## src/rtl/hirq_pkg.sv

```systemverilog
package hirq_pkg;

   typedef enum logic [1:0] {
      TGT_M  = 2'd0,
      TGT_HS = 2'd1,
      TGT_VS = 2'd2
   } tgt_e;

   localparam logic [1:0] PRV_U = 2'd0;
   localparam logic [1:0] PRV_S = 2'd1;
   localparam logic [1:0] PRV_M = 2'd3;

   localparam int unsigned NSRC = 9;
   // Highest priority first: M ext/sw/tmr, S ext/sw/tmr, guest ext/sw/tmr
   localparam int unsigned PRIO_ORDER [NSRC] = '{11, 3, 7, 9, 1, 5, 10, 2, 6};

   localparam int unsigned GBIT_SW  = 2;
   localparam int unsigned GBIT_TMR = 6;
   localparam int unsigned GBIT_EXT = 10;

   function automatic logic [63:0] guest_mask64();
      logic [63:0] m;
      m = '0;
      m[GBIT_SW]  = 1'b1;
      m[GBIT_TMR] = 1'b1;
      m[GBIT_EXT] = 1'b1;
      return m;
   endfunction

endpackage

```

## src/rtl/hirq_gdeleg.sv

```systemverilog
module hirq_gdeleg #(
   parameter int unsigned W = 16
) (
   input  logic         clk,
   input  logic         rst,
   input  logic         we,
   input  logic [W-1:0] wdata,
   output logic [W-1:0] q
);
   import hirq_pkg::*;

   localparam logic [W-1:0] WMASK = W'(guest_mask64());

   always_ff @(posedge clk) begin
      if (rst)
         q <= '0;
      else if (we)
         q <= wdata & WMASK;
   end

   // stored value equals masked write data
   a_r2_masked_write: assert property (@(posedge clk) disable iff (rst)
      (!$past(rst) && $past(we)) |-> (q == ($past(wdata) & WMASK)));

   // bits outside the guest set never become set
   a_r2_fixed_zero: assert property (@(posedge clk) disable iff (rst)
      ((q & ~WMASK) == '0));

endmodule

```

## src/rtl/hirq_pick.sv

```systemverilog
module hirq_pick #(
   parameter int unsigned W  = 16,
   parameter int unsigned CW = $clog2(W)
) (
   input  logic [W-1:0]  vec,
   output logic          hit,
   output logic [CW-1:0] idx
);
   import hirq_pkg::*;

   always_comb begin
      hit = 1'b0;
      idx = '0;
      // walk lowest priority first so the highest one wins last
      for (int i = int'(NSRC) - 1; i >= 0; i--) begin
         if (vec[PRIO_ORDER[i]]) begin
            hit = 1'b1;
            idx = CW'(PRIO_ORDER[i]);
         end
      end
   end

endmodule

```

## src/rtl/hirq_resolve.sv

```systemverilog
module hirq_resolve #(
   parameter int unsigned W  = 16,
   parameter int unsigned CW = $clog2(W)
) (
   input  logic          clk,
   input  logic          rst,
   input  logic [W-1:0]  pend,
   input  logic [W-1:0]  en,
   input  logic [W-1:0]  mdel,
   input  logic [W-1:0]  gdel,
   input  logic [1:0]    priv,
   input  logic          virt,
   input  logic          ie_m,
   input  logic          ie_hs,
   input  logic          ie_vs,
   output logic          take_q,
   output logic [1:0]    tgt_q,
   output logic [CW-1:0] cause_q
);
   import hirq_pkg::*;

   localparam int unsigned NLVL  = 3;
   localparam logic [W-1:0] GMASK = W'(guest_mask64());

   logic [W-1:0]  act;
   logic [W-1:0]  mdel_eff;
   logic [W-1:0]  cand [NLVL];
   logic          glob [NLVL];
   logic          hit  [NLVL];
   logic [CW-1:0] idx  [NLVL];

   assign act      = pend & en;
   assign mdel_eff = mdel | GMASK;

   // candidate sets per target; guest bits stay in the HS set
   assign cand[0] = act & ~mdel_eff;
   assign cand[1] = act &  mdel_eff & ~gdel;
   assign cand[2] = act &  mdel_eff &  gdel & GMASK;

   assign glob[0] = (priv != PRV_M) || ie_m;
   assign glob[1] = virt || (priv == PRV_U) || ((priv == PRV_S) && ie_hs);
   assign glob[2] = virt && ((priv == PRV_U) || ((priv == PRV_S) && ie_vs));

   for (genvar l = 0; l < NLVL; l++) begin : g_lvl
      hirq_pick #(.W(W), .CW(CW)) u_pick (
         .vec (cand[l]),
         .hit (hit[l]),
         .idx (idx[l])
      );
   end

   logic          fire_m, fire_hs, fire_vs;
   logic          take_d;
   logic [1:0]    tgt_d;
   logic [CW-1:0] cause_d;

   assign fire_m  = hit[0] && glob[0];
   assign fire_hs = hit[1] && glob[1];
   assign fire_vs = hit[2] && glob[2];

   always_comb begin
      take_d  = 1'b0;
      tgt_d   = TGT_M;
      cause_d = '0;
      if (fire_m) begin
         take_d  = 1'b1;
         tgt_d   = TGT_M;
         cause_d = idx[0];
      end else if (fire_hs) begin
         take_d  = 1'b1;
         tgt_d   = TGT_HS;
         cause_d = idx[1];
      end else if (fire_vs) begin
         take_d  = 1'b1;
         tgt_d   = TGT_VS;
         cause_d = idx[2] - CW'(1);
      end
   end

   always_ff @(posedge clk) begin
      if (rst) begin
         take_q  <= 1'b0;
         tgt_q   <= TGT_M;
         cause_q <= '0;
      end else begin
         take_q  <= take_d;
         tgt_q   <= tgt_d;
         cause_q <= cause_d;
      end
   end

   // an M take never carries a guest bit number
   a_r3_guest_not_m: assert property (@(posedge clk) disable iff (rst)
      (take_q && tgt_q == TGT_M) |->
         (cause_q != CW'(GBIT_SW) && cause_q != CW'(GBIT_TMR) && cause_q != CW'(GBIT_EXT)));

   // virtualized HS candidate wins over a clear HS enable unless M fires
   a_r5_hs_when_virt: assert property (@(posedge clk) disable iff (rst)
      (virt && hit[1] && !fire_m) |=> (take_q && tgt_q == TGT_HS));

   // VS causes are the guest bit numbers minus one and need virtualization
   a_r7_vs_cause: assert property (@(posedge clk) disable iff (rst)
      (take_q && tgt_q == TGT_VS) |->
         ($past(virt) && (cause_q == CW'(1) || cause_q == CW'(5) || cause_q == CW'(9))));

   // an eligible M interrupt always decides the next take
   a_r8_m_first: assert property (@(posedge clk) disable iff (rst)
      fire_m |=> (take_q && tgt_q == TGT_M));

   // no HS take out of machine mode when not virtualized
   a_r6_hs_not_in_m: assert property (@(posedge clk) disable iff (rst)
      (!virt && priv == PRV_M && !fire_m) |=> !take_q);

endmodule

```

## src/rtl/hyp_irq_router.sv

```systemverilog
module hyp_irq_router #(
   parameter int unsigned W  = 16,
   parameter int unsigned CW = $clog2(W)
) (
   input  logic          clk,
   input  logic          rst,
   input  logic [W-1:0]  irq_pend,
   input  logic [W-1:0]  irq_en,
   input  logic [W-1:0]  m_deleg,
   input  logic [1:0]    cur_priv,
   input  logic          virt_on,
   input  logic          gie_m,
   input  logic          gie_hs,
   input  logic          gie_vs,
   input  logic          gdel_we,
   input  logic [W-1:0]  gdel_wdata,
   output logic [W-1:0]  gdel_rdata,
   output logic          take_irq,
   output logic [1:0]    take_tgt,
   output logic [CW-1:0] take_cause
);

   initial begin
      assert (W >= 12 && W <= 64) else $fatal(1, "vector width out of range");
      assert (CW >= $clog2(W)) else $fatal(1, "cause width too small");
   end

   hirq_gdeleg #(.W(W)) u_gdel (
      .clk   (clk),
      .rst   (rst),
      .we    (gdel_we),
      .wdata (gdel_wdata),
      .q     (gdel_rdata)
   );

   hirq_resolve #(.W(W), .CW(CW)) u_res (
      .clk     (clk),
      .rst     (rst),
      .pend    (irq_pend),
      .en      (irq_en),
      .mdel    (m_deleg),
      .gdel    (gdel_rdata),
      .priv    (cur_priv),
      .virt    (virt_on),
      .ie_m    (gie_m),
      .ie_hs   (gie_hs),
      .ie_vs   (gie_vs),
      .take_q  (take_irq),
      .tgt_q   (take_tgt),
      .cause_q (take_cause)
   );

   // outputs are cleared in the cycle after reset
   a_r1_reset_clear: assert property (@(posedge clk)
      $past(rst) |-> (!take_irq && gdel_rdata == '0));

endmodule

```

## config.mk

```make
export PLATFORM = sky130hd
export DESIGN_NAME = hyp_irq_router
export DESIGN_NICKNAME = d
export VERILOG_FILES = /design/src/rtl/hirq_pkg.sv /design/src/rtl/hirq_gdeleg.sv /design/src/rtl/hirq_pick.sv /design/src/rtl/hirq_resolve.sv /design/src/rtl/hyp_irq_router.sv
export SDC_FILE = /design/constraint.sdc
export NUM_CORES = 1
export LEC_CHECK = 0
export BUFFER_PORTS_ARGS = -buffer_cell sky130_fd_sc_hd__buf_2
export CORE_MARGIN = 2
export CORE_UTILIZATION = 35
export CTS_BUF_LIST = sky130_fd_sc_hd__clkbuf_8
export DETAILED_ROUTE_END_ITERATION = 12
export GPL_ROUTABILITY_DRIVEN = 0
export PLACE_DENSITY = 0.79
export SYNTH_ARGS = -nofsm -noshare
export SYNTH_HDL_FRONTEND = slang
export SYNTH_HIERARCHICAL = 1
export SYNTH_SLANG_ARGS = --single-unit
```

## constraint.sdc

```tcl
create_clock -name clk -period 2 [get_ports clk]
set_input_delay 0.3 -clock clk [delete_from_list [all_inputs] [get_ports clk]]
set_output_delay 0.3 -clock clk [all_outputs]
set_load 0.02 [all_outputs]
```

== Word level (Yosys, flattened, before mapping) ==
Cells that the tools add are included.
Cells by class
  add/subtract/negate cells: 1
  equal/unequal tests: 2
  muxes and demuxes: 50
  bitwise logic cells: 7
  reductions and logical operators: 13
Operators by type and width (count)
  $mux 4: 21
  $and 12x12->12: 4
  $mux 1: 25
  $not 11->12: 1
  $not 12->12: 1
  $and 11x11->11: 1
  $mux 3: 3
  $logic_and 1x1->1: 6
  $logic_or 1x1->1: 4
  $sub 4x1->4 const B: 1
  $reduce_or 3->1: 1
  $eq 2x1->1 const B: 1
  $logic_not 2->1: 1
  $mux 2: 1
  $ne 2x2->1 const B: 1
  $reduce_or 2->1: 1
Word-level totals
  register bits: 10
  input bits: 73
  output and inout bits: 23
  logic and storage cells: 78

== Depth between registers and ports, before layout ==
Gate-level depths: netlist of run 1.
  depth after elaboration: 15
  mapped depth: 8
  gate-level depth less buffers: 8

== By module ==
The synthesis of run 1 kept the hierarchy.
Modules (own cells, without submodules)
  hirq_resolve: instances 1, cells each 90, area each 599.3 um^2, sequential area each 140.1 um^2
  hirq_pick: instances 3, cells each 15, area each 92.6 um^2, sequential area each 0.0 um^2
  hirq_gdeleg: instances 1, cells each 23, area each 202.7 um^2, sequential area each 60.1 um^2

== Least setup slack after synthesis of run 1 ==
Ideal clock, no wire load.
  kind: register to register
  start: register u_gdel.q[10]
  end: register u_res.cause_q[2]
  setup time: 0.091 ns
  data arrival time: 1.994 ns
  required time: 1.909 ns
  slack: -0.085 ns
  cell stages (with the launch flop): 9
  path buffers: 0
  clock period less this slack: 2.085 ns
  path through: dfxtp_1 -> and3_1 -> nor3_1 -> o41ai_1 -> inv_1 -> ha_1 -> xnor2_1 -> or3_1 -> a311oi_1
RTL lines
  from (decl): RTL line hirq_gdeleg.sv:8  | output logic [W-1:0] q
  from (signal assigned): RTL line hirq_gdeleg.sv:18  | q <= wdata & WMASK;
  to (signal assigned): RTL line hirq_resolve.sv:88  | cause_q <= cause_d;
  to (decl): RTL line hirq_resolve.sv:18  | output logic [CW-1:0] cause_q

==> qor.json, run 1 <==
{
  "outcome": {
    "outcome": "completed"
  },
  "place": {
    "buffer_ports.inserted": 45,
    "dp.final_hpwl_um": 2007,
    "place_inst": 247
  },
  "floorplan": {
    "floorplan.die.height_um": 56.77,
    "coreArea_um2": 2710,
    "die_area_um2": 3223,
    "floorplan.rows": 19,
    "initial_util_pct": 35.96,
    "io_pins": 96,
    "die_w_um": 56.77
  },
  "setup_path": {
    "r2r_cells": 8,
    "critPathArrivalTime_ns": 2.08,
    "crit_type": "reg2reg",
    "crit_chain": "and3_4 -> nor3_2 -> o41ai_2 -> inv_1 -> ha_2 -> xnor2_1 -> or3_1 -> a311oi_1",
    "worst-path-max-fanout": 3,
    "timing.critical_path.from_type": "flip-flop",
    "r2r-start": "u_gdel/q[10]",
    "worst_r2r_endpoint": "u_res/cause_q[2]",
    "r2r_slack_ns": 0.06,
    "crit_path_max_incr_delay_ns": 0.35,
    "worst_setup_path_end_kind": "flip-flop",
    "cpMaxStageDelayCell": "sky130_fd_sc_hd__dfxtp_4",
    "critical_path_required_ns": 2.14
  },
  "global_routing": {
    "grt_pass1_vias": 978,
    "antenna_found_initial": 0,
    "maximum_number_of_pins_on_one_net_before_global_route_repair": 11,
    "grt_first_pass_wirelength_um": 3815,
    "gr-total-overflow": 0,
    "globalRouteTotalUtil_pct": 14.30
  },
  "sta": {
    "finalMaxSlewViolations": 0,
    "fmax_ghz": 0.5153,
    "maxSlewHeadroom_pct": 63.60,
    "fin_crit_sh_pct": 97.03,
    "fin_crit_ns": 1.941,
    "worst_clock_skew_ns": 0.0003919,
    "rsz_0062_raised_after_global_routing": "yes",
    "timing.final.setup_violations": 0,
    "setup_tns_ns": 0,
    "timing_hold_violations_final": 0,
    "worstMarginPinSlew_ns": 0.5423
  },
  "yosys": {
    "synth_area_um2": 974.7,
    "synth.yosys.warnings": 6,
    "avgSynthCellArea_um2": 7.114,
    "synth_cells": 137
  },
  "hold_path": {
    "hold_path.startpoint": "gdel_wdata[10]",
    "min_path_cells": 3,
    "hold_path_end": "u_gdel/q[10]",
    "worst_hold_path_type": "in2reg"
  },
  "pwr": {
    "cellPowerDensity_nw_per_um2": 454.5,
    "vdd.ir_drop.worst_mv": 0.4353,
    "p_leak_uw": 0.0007114
  },
  "cts": {
    "clk_path_buf_depth": 2,
    "cts_num_sinks": 10,
    "numCtsBuffers": 3,
    "cts_tree": "yes",
    "cts-htree-levels": 1,
    "clock_latency_ns": 0.23,
    "cts-root-buf": "sky130_fd_sc_hd__clkbuf_8",
    "clk_pin_slew_worst_paths_ns": 0.04
  },
  "cells_and_area": {
    "post_route_cells_drive_above_1_share_pct": 30.77,
    "layout-area-overhead-vs-synth_pct": 47.88,
    "finalCoreUtilization_pct": 53.19,
    "finish.cell_count_without_fillers": 252,
    "num_antenna_cells": 0,
    "finalNetCount": 297
  },
  "drt": {
    "ant_nets": 0,
    "detailroute.via_count": 1146,
    "drt_iter0_drc": 11,
    "via_per_inst": 4.548,
    "route.detailed.wl_per_inst_um": 9.341,
    "postRouteWirelength_um": 2354,
    "detailedRoute.firstPassIterationCount": 4,
    "drt_drc_violations_left": 0
  },
  "flow_run": {
    "max-cap-violations": 0
  }
}
[worst max path at each step]
stage | start | to | slack (ns) | cells past startpoint
after global routing | u_gdel/q[10] | u_res/cause_q[2] | -0.05 | 8
after CTS | u_gdel/q[10] | u_res/cause_q[2] | 0.02 | 8
after global placement | irq_pend[10] | u_res/cause_q[1] | -0.02 | 8
final | u_gdel/q[10] | u_res/cause_q[2] | 0.06 | 8
after detailed placement | irq_pend[10] | u_res/cause_q[1] | -0.09 | 8
after floorplan | u_gdel/q[10] | u_res/cause_q[2] | 0.02 | 8
[layer usage]
layer  wire [um]  track usage (%)  vias up
met5           0                0        -
met4          28            6.312        0
met3          89            1.152        4
met2        1187            24.42       22
met1        1048            18.22      502
li1            -                -      618
[metrics by stage]
stage	power [uW]	area (um^2)	hold slack [ns]	worst slack, ns
after floorplan	386.2	1136	0.3694	0.02194
after global placement	440.5	1348	0.5373	-0.01750
after detailed placement	444.6	1348	0.5527	-0.08798
after CTS	648.3	1394	0.3020	0.02495
after global routing	692.7	1441	0.3296	-0.04503
final	655.1	1441	0.3069	0.05941
[state kept, by name, summed over array words and instances, names as in the netlist]
register / count
u_res/cause_q: 4
u_gdel/q: 3
u_res/tgt_q: 2
u_res/take_q: 1
[final cells by class]
class | instances | area, um^2
repair buffers | 53 | 285.3
clock buffers | 3 | 41.29
flip-flops and latches | 10 | 203.9
inverters | 7 | 26.28
multi-input cells | 148 | 845.8
well taps | 31 | 38.79
fillers | 289 | 1269
[repair_timing]
item | CTS | global route
endpoints found under the setup margin | 2 | 3
setup buffers | 0 | 2
hold buffers | 0 | 0
pin swaps | 0 | 4
resized for setup | 1 | 8
[cell usage in the layout, fill, tap and decap left out, drive strengths merged, types with 4 or more instances in the layout]
cell   count
buf       53
conb      43
nor2      28
nand2     13
dfxtp     10
nor3b      9
nor3       8
inv        7
or3        4
[worst max-delay path, delay by kind of cell, from the launching register on]
family	cells	cell delay (ns)
compound gates	2	0.56
flops	1	0.35
fa+ha+maj	1	0.18
simple gates	3	0.56
xor+xnor	1	0.11
buf+inv	1	0.08
[power breakdown]
| group | internal, uW | switching [uW] | leakage, uW | total [uW] |
|---|---|---|---|---|
| combinational | 97.9 | 140 | 0.000606 | 238 |
| sequential | 214 | 4.61 | 0.0000833 | 218 |
| clock | 131 | 68.4 | 0.0000216 | 199 |
No activity file was read; power rests on OpenSTA's default activity.
==> run 2, diff against run 1 <==
--- a/config.mk
+++ b/config.mk
@@ -11,6 +11,7 @@
 export CTS_BUF_LIST = sky130_fd_sc_hd__clkbuf_8
 export DETAILED_ROUTE_END_ITERATION = 12
 export GPL_ROUTABILITY_DRIVEN = 0
+export MAX_ROUTING_LAYER = met4
 export PLACE_DENSITY = 0.79
 export SYNTH_ARGS = -nofsm -noshare
 export SYNTH_HDL_FRONTEND = slang
==> constraint.sdc (replaced) <==
create_clock -name clk -period 2 [get_ports clk]
set_input_delay 0.2 -clock clk [delete_from_list [all_inputs] [get_ports clk]]
set_output_delay 0.2 -clock clk [all_outputs]
set_load 0.02 [all_outputs]
==> run 2 against run 1 <==
Compared with the run above:
- sequential share of layout area grew 0.16 points
- setup slack gained 0.019 ns
- sequential power is essentially flat
- flip-flop and latch count is the same
- maximum frequency grew 0.97%
- count of clock-buffer cells in the layout is the same
- largest power group unchanged
- highest routed layer unchanged
==> qor.json, run 2 (same netlist as run 1, synthesis figures left out) <==
{
  "setup_path": {
    "worst_setup_path_end_kind": "flip-flop",
    "r2r_cells": {"value": 8, "change": "unchanged"},
    "worst-path-max-fanout": {"value": 4, "change": "+1"},
    "critPathArrivalTime": {"value": 2.07, "unit": "ns", "change": "about the same"},
    "crit_type": "reg2reg",
    "critical_path_required": {"value": 2.14, "unit": "ns", "change": "about the same"},
    "timing.critical_path.from_type": "flip-flop"
  },
  "drt": {
    "ant_nets": {"value": 0, "change": "unchanged"},
    "detailedRoute.firstPassIterationCount": {"value": 4, "change": "unchanged"},
    "drt_iter0_drc": {"value": 35, "change": "+24"},
    "route.detailed.wl_per_inst": {"value": 9.580, "unit": "um", "change": "+2.6%"},
    "postRouteWirelength": {"value": 2395, "unit": "um", "change": "+1.7%"},
    "drt_drc_violations_left": {"value": 0, "change": "unchanged"},
    "via_per_inst": {"value": 4.504, "change": "-0.96%"},
    "detailroute.via_count": {"value": 1126, "change": "-1.7%"}
  },
  "sta": {
    "fin_crit": {"value": 1.922, "unit": "ns", "change": "-0.01871 ns"},
    "fmax": {"value": 0.5203, "unit": "GHz", "change": "+0.97%"},
    "timing_hold_violations_final": {"value": 0, "change": "unchanged"},
    "worst_clock_skew": {"value": 0.002242, "unit": "ns", "change": "+0.001850 ns"},
    "maxSlewHeadroom": {"value": 61.87, "unit": "%", "change": "-1.7 points"},
    "fin_crit_sh": {"value": 96.09, "unit": "%", "change": "-0.94 points"},
    "finalMaxSlewViolations": {"value": 0, "change": "unchanged"},
    "setup_tns": {"value": 0, "unit": "ns", "change": "unchanged"},
    "worstMarginPinSlew": {"value": 0.5681, "unit": "ns", "change": "+0.02578 ns"},
    "timing.final.setup_violations": {"value": 0, "change": "unchanged"},
    "rsz_0062_raised_after_global_routing": "yes"
  },
  "floorplan": {
    "coreArea": {"value": 2710, "unit": "um^2", "change": "unchanged"},
    "die_w": {"value": 56.77, "unit": "um", "change": "unchanged"},
    "die_area": {"value": 3223, "unit": "um^2", "change": "unchanged"},
    "floorplan.die.height": {"value": 56.77, "unit": "um", "change": "unchanged"},
    "io_pins": {"value": 96, "change": "unchanged"},
    "initial_util": {"value": 35.96, "unit": "%", "change": "unchanged"},
    "floorplan.rows": {"value": 19, "change": "unchanged"}
  },
  "pwr": {
    "p_leak": {"value": 0.0007036, "unit": "uW", "change": "-1.1%"},
    "vdd.ir_drop.worst": {"value": 0.4167, "unit": "mV", "change": "-4.3%"},
    "fin_total_pwr": {"value": 652.3, "unit": "uW", "change": "-0.43%"},
    "cellPowerDensity": {"value": 457.7, "unit": "nW/um^2", "change": "+0.71%"}
  },
  "global_routing": {
    "globalRouteTotalUtil": {"value": 15.42, "unit": "%", "change": "+1.1 points"},
    "gr-total-overflow": {"value": 0, "change": "unchanged"},
    "maximum_number_of_pins_on_one_net_before_global_route_repair": {"value": 11, "change": "unchanged"},
    "grt_pass1_vias": {"value": 967, "change": "-1.1%"},
    "antenna_found_initial": {"value": 0, "change": "unchanged"},
    "grt_first_pass_wirelength": {"value": 3864, "unit": "um", "change": "+1.3%"}
  },
  "cts": {
    "clock_latency": {"value": 0.23, "unit": "ns", "change": "about the same"},
    "holdBufCountCts": {"value": 0, "change": "unchanged"},
    "clk_pin_slew_worst_paths": {"value": 0.04, "unit": "ns", "change": "about the same"},
    "cts_tree": "yes",
    "numCtsBuffers": {"value": 3, "change": "unchanged"},
    "cts-root-buf": "sky130_fd_sc_hd__clkbuf_8",
    "cts-htree-levels": {"value": 1, "change": "unchanged"},
    "cts_num_sinks": {"value": 10, "change": "unchanged"},
    "clk_path_buf_depth": {"value": 2, "change": "unchanged"}
  },
  "flow_run": {
    "max-cap-violations": {"value": 0, "change": "unchanged"}
  },
  "cells_and_area": {
    "largest_register_ffs": {"value": 4, "change": "unchanged"},
    "top_register": "u_res/cause_q",
    "finalCoreUtilization": {"value": 52.59, "unit": "%", "change": "-0.60 points"},
    "finalNetCount": {"value": 295, "change": "-0.67%"},
    "largestRegisters": "u_res/cause_q: 4 flops, u_gdel/q: 3 flops, u_res/tgt_q: 2 flops",
    "num_antenna_cells": {"value": 0, "change": "unchanged"},
    "fillerInstances": {"value": 287, "change": "-0.69%"},
    "mostFrequentLayoutCells": "45 x sky130_fd_sc_hd__buf_2, 43 x sky130_fd_sc_hd__conb_1, 28 x sky130_fd_sc_hd__nor2_1, 13 x sky130_fd_sc_hd__nand2_1",
    "layout.cells.most_common": "sky130_fd_sc_hd__buf_2",
    "layout-area-overhead-vs-synth_pct": 46.21,
    "post_route_cells_drive_above_1_share": {"value": 29.68, "unit": "%", "change": "-1.1 points"}
  },
  "hold_path": {
    "min_path_cells": {"value": 3, "change": "unchanged"},
    "worst_hold_path_type": "in2reg"
  },
  "outcome": {
    "outcome": "completed"
  },
  "place": {
    "buffer_ports.inserted": {"value": 45, "change": "unchanged"},
    "dp.final_hpwl": {"value": 2012, "unit": "um", "change": "+0.27%"}
  }
}
-- run 2: changes by cell type in the layout (fill, tap and decap cells not counted) --
cell / delta
sky130_fd_sc_hd__a311oi_2: +1
sky130_fd_sc_hd__buf_4: -2
sky130_fd_sc_hd__ha_1: +1
sky130_fd_sc_hd__a311oi_1: -1
sky130_fd_sc_hd__ha_2: -1
sky130_fd_sc_hd__a211oi_1: +1
sky130_fd_sc_hd__a211oi_2: -1
-- run 2: per-layer routing --
layer / wire [um] / global-route usage (%)
met1: 1098 / 17.94
met2: 1195 / 25.91
met3: 66 / 1.843
met4: 35 / 7.973
met5: 0 / -
-- run 2: path summary, 6_finish.rpt --
path	start	endpoint	slack [ns]
worst max-delay path	u_gdel/q[10]	u_res/cause_q[2]	0.08
worst min-delay path	gdel_wdata[10]	u_gdel/q[10]	0.21
worst max register to register	u_gdel/q[10]	u_res/cause_q[2]	0.08
worst min register to register	u_gdel/q[10]	u_gdel/q[10]	0.53
-- run 2: layout make-up --
class / instances / area, um^2 / area share (%)
multi-input cells: 148 / 844.6 / 59.26
repair buffers: 51 / 270.3 / 18.96
flip-flops and latches: 10 / 203.9 / 14.31
clock buffers: 3 / 41.29 / 2.897
well taps: 31 / 38.79 / 2.722
inverters: 7 / 26.28 / 1.844
-- run 2: stage by stage --
stage,worst slack (ns),hold slack (ns),instances,area [um^2]
after floorplan,0.02194,0.2694,178,1136
after global placement,0.0003808,0.4370,245,1333
after detailed placement,-0.05058,0.4450,245,1333
after CTS,0.01022,0.2021,249,1393
after global routing,-0.01326,0.2280,250,1425
final,0.07812,0.2142,250,1425
-- run 2: worst max-delay path: stages, from the launching register on --
cell	delay, ns
sky130_fd_sc_hd__dfxtp_4	0.36
sky130_fd_sc_hd__and3_4	0.20
sky130_fd_sc_hd__nor3_2	0.06
sky130_fd_sc_hd__o41ai_2	0.26
sky130_fd_sc_hd__inv_1	0.08
sky130_fd_sc_hd__ha_1	0.20
sky130_fd_sc_hd__xnor2_1	0.12
sky130_fd_sc_hd__or3_1	0.33
sky130_fd_sc_hd__a311oi_2	0.23
-- run 2: timing repair --
item | 4_1_cts | 5_1_grt
endpoints found under the hold margin | 0 | 0
gates resized for setup | 3 | 5
buffers inserted | 1 | 1
setup endpoints to repair | 2 | 3
pin swaps | 1 | 3
-- run 2: power breakdown --
group / internal [uW] / switching (uW) / total (uW) / leakage, uW
Combinational: 96.2 / 140 / 236 / 0.000599
Sequential: 214 / 4.53 / 218 / 0.0000833
Clock: 131 / 67.3 / 198 / 0.0000216
==> run 3, diff against run 2 <==
--- a/config.mk
+++ b/config.mk
@@ -7,13 +7,12 @@
 export LEC_CHECK = 0
 export BUFFER_PORTS_ARGS = -buffer_cell sky130_fd_sc_hd__buf_2
 export CORE_MARGIN = 2
-export CORE_UTILIZATION = 35
+export CORE_UTILIZATION = 36
 export CTS_BUF_LIST = sky130_fd_sc_hd__clkbuf_8
 export DETAILED_ROUTE_END_ITERATION = 12
 export GPL_ROUTABILITY_DRIVEN = 0
 export MAX_ROUTING_LAYER = met4
-export PLACE_DENSITY = 0.79
+export PLACE_DENSITY = 0.83
 export SYNTH_ARGS = -nofsm -noshare
 export SYNTH_HDL_FRONTEND = slang
-export SYNTH_HIERARCHICAL = 1
 export SYNTH_SLANG_ARGS = --single-unit
==> constraint.sdc (replaced) <==
create_clock -name clk -period 2.08 [get_ports clk]
set_input_delay 0.208 -clock clk [delete_from_list [all_inputs] [get_ports clk]]
set_output_delay 0.208 -clock clk [all_outputs]
set_load 0.02 [all_outputs]
==> run 3 against run 2 <==
Compared with the run above:
- maximum frequency up 14%
- critical path depth down 3
- first-iteration DRC count down 54%
- largest power group is now clock
- count of clock-buffer cells in the layout up 1
- synthesized area down 6.8%
- largest cell class unchanged
- hold slack better by 0.025 ns
- register-to-register slack better by 0.32 ns
- utilization down 4.9 points
- setup slack better by 0.32 ns
- synthesized cell count down 20%
- sequential power down 2%
- routed wire length down 16%
==> qor.json, run 3 <==
{
  "cells_and_area": {
    "largestRegisters": "u_res.cause_q: 4 flops, u_gdel.q: 3 flops, u_res.tgt_q: 2 flops",
    "layout.cells.most_common": "sky130_fd_sc_hd__buf_2",
    "largest_register_ffs": {"value": 4, "change": "unchanged"},
    "post_route_cells_drive_above_1_share": {"value": 38.85, "unit": "%", "change": "+9.2 points"},
    "finalNetCount": {"value": 232, "change": "-21%"},
    "final_area": {"value": 1160, "unit": "um^2", "change": "-19%"},
    "layout-area-overhead-vs-synth_pct": 27.69,
    "top_register": "u_res.cause_q",
    "mostFrequentLayoutCells": "45 x sky130_fd_sc_hd__buf_2, 13 x sky130_fd_sc_hd__nand3_1, 13 x sky130_fd_sc_hd__conb_1, 10 x sky130_fd_sc_hd__dfxtp_1, 9 x sky130_fd_sc_hd__nor2_1",
    "num_antenna_cells": {"value": 0, "change": "unchanged"}
  },
  "cts": {
    "clk_path_buf_depth": {"value": 2, "change": "unchanged"},
    "clk_pin_slew_worst_paths": {"value": 0.05, "unit": "ns", "change": "about the same"},
    "numCtsBuffers": {"value": 3, "change": "unchanged"},
    "postCtsSetupBuffers": {"value": 0, "change": "-1"},
    "clock_latency": {"value": 0.23, "unit": "ns", "change": "about the same"},
    "cts-root-buf": "sky130_fd_sc_hd__clkbuf_8",
    "cts-htree-levels": {"value": 1, "change": "unchanged"},
    "post_cts_resized": {"value": 0, "change": "-3"},
    "cts_num_sinks": {"value": 10, "change": "unchanged"},
    "holdBufCountCts": {"value": 0, "change": "unchanged"},
    "cts_tree": "yes"
  },
  "global_routing": {
    "globalRouteTotalUtil": {"value": 14.09, "unit": "%", "change": "-1.3 points"},
    "antenna_found_initial": {"value": 0, "change": "unchanged"},
    "grt_pass1_vias": {"value": 748, "change": "-23%"},
    "maximum_number_of_pins_on_one_net_before_global_route_repair": {"value": 15, "change": "+4"},
    "grt_first_pass_wirelength": {"value": 2967, "unit": "um", "change": "-23%"},
    "gr-total-overflow": {"value": 0, "change": "unchanged"}
  },
  "drt": {
    "route.detailed.wl_per_inst": {"value": 10.76, "unit": "um", "change": "+12%"},
    "detailedRoute.firstPassIterationCount": {"value": 4, "change": "unchanged"},
    "postRouteWirelength": {"value": 2013, "unit": "um", "change": "-16%"},
    "via_per_inst": {"value": 5.027, "change": "+12%"},
    "drt_drc_violations_left": {"value": 0, "change": "unchanged"},
    "detailroute.via_count": {"value": 940, "change": "-17%"},
    "ant_nets": {"value": 0, "change": "unchanged"},
    "drt_iter0_drc": {"value": 16, "change": "-54%"}
  },
  "pwr": {
    "clock_power_share": {"value": 36.0, "unit": "%", "change": "+5.6 points"},
    "p_leak": {"value": 0.0005757, "unit": "uW", "change": "-18%"},
    "power.sequential.fraction": {"value": 32.3, "unit": "%", "change": "-1.2 points"},
    "comb_power_share": {"value": 31.7, "unit": "%", "change": "-4.5 points"},
    "power.internal": {"value": 459.7, "unit": "uW", "change": "+4.3%"},
    "switching_share_of_total_power": {"value": 30.33, "unit": "%", "change": "-2.1 points"},
    "vdd.ir_drop.worst": {"value": 0.4291, "unit": "mV", "change": "+3.0%"},
    "p_sw": {"value": 200.2, "unit": "uW", "change": "-5.4%"},
    "cellPowerDensity": {"value": 568.9, "unit": "nW/um^2", "change": "+24%"}
  },
  "floorplan": {
    "initial_util": {"value": 37.35, "unit": "%", "change": "+1.4 points"},
    "floorplan.rows": {"value": 18, "change": "-1"},
    "die_area": {"value": 2941, "unit": "um^2", "change": "-8.7%"},
    "io_pins": {"value": 96, "change": "unchanged"},
    "die_w": {"value": 54.23, "unit": "um", "change": "-4.5%"},
    "floorplan.die.height": {"value": 54.23, "unit": "um", "change": "-4.5%"},
    "coreArea": {"value": 2432, "unit": "um^2", "change": "-10%"}
  },
  "yosys": {
    "synth_top_cell_area_share_pct": 22.04,
    "synth_sequential_area_ratio_pct": 22.04,
    "yosys_most_used_dff": "sky130_fd_sc_hd__dfxtp_1",
    "synth_cells": {"value": 110, "change": "-20%"},
    "avgSynthCellArea": {"value": 8.258, "unit": "um^2", "change": "+16%"},
    "netlist_top_cells_area": "sky130_fd_sc_hd__dfxtp_1 22%, sky130_fd_sc_hd__buf_4 11%, sky130_fd_sc_hd__nand3_1 7.2%",
    "synth_area": {"value": 908.4, "unit": "um^2", "change": "-6.8%"},
    "synth.yosys.warnings": {"value": 0, "change": "-6"},
    "number_of_enable_type_register_cells_in_the_synthesized_netlist": 0,
    "post_synth_most_frequent_cells": "13 x sky130_fd_sc_hd__buf_4, 13 x sky130_fd_sc_hd__nand3_1, 10 x sky130_fd_sc_hd__dfxtp_1",
    "synth.distinct_cells": 43,
    "synth.largest_area_cell": "sky130_fd_sc_hd__dfxtp_1",
    "ys_ff_latch": 10,
    "postSynth.asyncResetShare_pct": 0
  },
  "sta": {
    "worst_clock_skew": {"value": 0.001826, "unit": "ns", "change": "-0.0004153 ns"},
    "timing.final.setup_violations": {"value": 0, "change": "unchanged"},
    "rsz_0062_raised_after_global_routing": "no",
    "fin_crit": {"value": 1.681, "unit": "ns", "change": "-0.2410 ns"},
    "maxSlewHeadroom": {"value": 68.10, "unit": "%", "change": "+6.2 points"},
    "timing_hold_violations_final": {"value": 0, "change": "unchanged"},
    "fin_crit_sh": {"value": 80.81, "unit": "%", "change": "-15 points"},
    "worstMarginPinSlew": {"value": 0.4665, "unit": "ns", "change": "-0.1016 ns"},
    "fmax": {"value": 0.5949, "unit": "GHz", "change": "+14%"},
    "finalMaxSlewViolations": {"value": 0, "change": "unchanged"},
    "setup_tns": {"value": 0, "unit": "ns", "change": "unchanged"}
  },
  "setup_path": {
    "worst-path-max-fanout": {"value": 6, "change": "+2"},
    "timing.critical_path.from_type": "flip-flop",
    "timing.critical_path.max_delay_family": "compound AO/OA/AOI/OAI gates",
    "critical_path_required": {"value": 2.20, "unit": "ns", "change": "+0.06 ns"},
    "worstPathBufferInverterCount": {"value": 0, "change": "-1"},
    "critPathArrivalTime": {"value": 1.80, "unit": "ns", "change": "-0.27 ns"},
    "crit_chain": "nand3b_1 -> o211ai_1 -> o31ai_1 -> a2111oi_0 -> a211o_1",
    "r2r_slack": {"value": 0.40, "unit": "ns", "change": "+0.32 ns"},
    "cpMaxStageDelayCell": "sky130_fd_sc_hd__o31ai_1",
    "crit_type": "reg2reg",
    "crit_path_max_incr_delay": {"value": 0.42, "unit": "ns", "change": "+0.06 ns"},
    "worst_setup_path_end_kind": "flip-flop"
  },
  "flow_run": {
    "max-cap-violations": {"value": 0, "change": "unchanged"}
  },
  "place": {
    "dp.final_hpwl": {"value": 1741, "unit": "um", "change": "-13%"},
    "buffer_ports.inserted": {"value": 45, "change": "unchanged"},
    "detailed_place.area": {"value": 1105, "unit": "um^2", "change": "-17%"}
  },
  "hold_path": {
    "worst_hold_path_type": "in2reg"
  },
  "outcome": {
    "outcome": "completed"
  }
}
run 3: through the flow:
| step | std cells | setup slack [ns] | total power [uW] | hold WS (ns) | utilization (%) |
|---|---|---|---|---|---|
| 3_3_place_gp | 183 | 0.4420 | 421.7 | 0.4478 | 45.42 |
| 4_1_cts | 187 | 0.4199 | 662.8 | 0.2310 | 47.69 |
| 3_5_place_dp | 183 | 0.4394 | 424.9 | 0.4569 | 45.42 |
| 2_1_floorplan | 122 | 0.5161 | 372.8 | 0.3552 | - |
| 5_1_grt | 187 | 0.2989 | 697.4 | 0.2630 | 47.69 |
| 6_report | 187 | 0.3991 | 659.9 | 0.2392 | 47.69 |
run 3: tightest hold or removal path: cells and delay by family:
family | cells | cell delay [ns]
and+or+nand+nor | 1 | 0.09
buffers and inverters | 1 | 0.07
muxes | 1 | 0.06
run 3: logic make-up (layout without fill, tap and decap cells):
kind of cell / Yosys count / after routing / synth area share [%]
and+or+nand+nor: 55 / 55 / 38.16
xor gates and xnor gates: 1 / 1 / 0.9644
buffers and inverters: 14 / 49 / 12.26
DFF: 10 / 10 / 22.04
AOI/OAI and AO/OA: 25 / 25 / 21.49
muxes: 3 / 3 / 3.306
adders and majority gates: 1 / 1 / 1.377
other: 1 / 13 / 0.4128
run 3: final timing paths:
check                                    from  cells past startpoint               end
worst max-delay path              u_gdel.q[6]                      5  u_res.cause_q[3]
worst min-delay path            gdel_wdata[6]                      3       u_gdel.q[6]
worst max register to register    u_gdel.q[6]                      5  u_res.cause_q[3]
worst min register to register   u_gdel.q[10]                      2      u_gdel.q[10]
run 3: area by class of cell:
type	count	area, um^2
clock buffer	4	55.05
fill	254	1272
multi-input combinational	98	641.9
sequential	10	200.2
tap	30	37.54
timing repair buffer	45	225.2
run 3: metal layers:
layer  part of all wire (%)  vias up  track usage, %  wire length [um]
li1                       -      486               -                 -
met1                     42      414           15.84               841
met2                     50       40           25.50              1011
met3                    7.9        0           1.639               160
met4                      0        0           5.000                 0
met5                      0        -               -                 0
run 3: power by group through the flow:
| stage | Sequential [uW] | Combinational, uW | Clock [uW] |
|---|---|---|---|
| final | 213 | 209 | 237 |
| after global routing | 215 | 231 | 251 |
| after CTS | 214 | 209 | 240 |
| after detailed placement | 217 | 208 | 0 |
| after global placement | 216 | 205 | 0 |
| after floorplan | 234 | 138 | 0 |
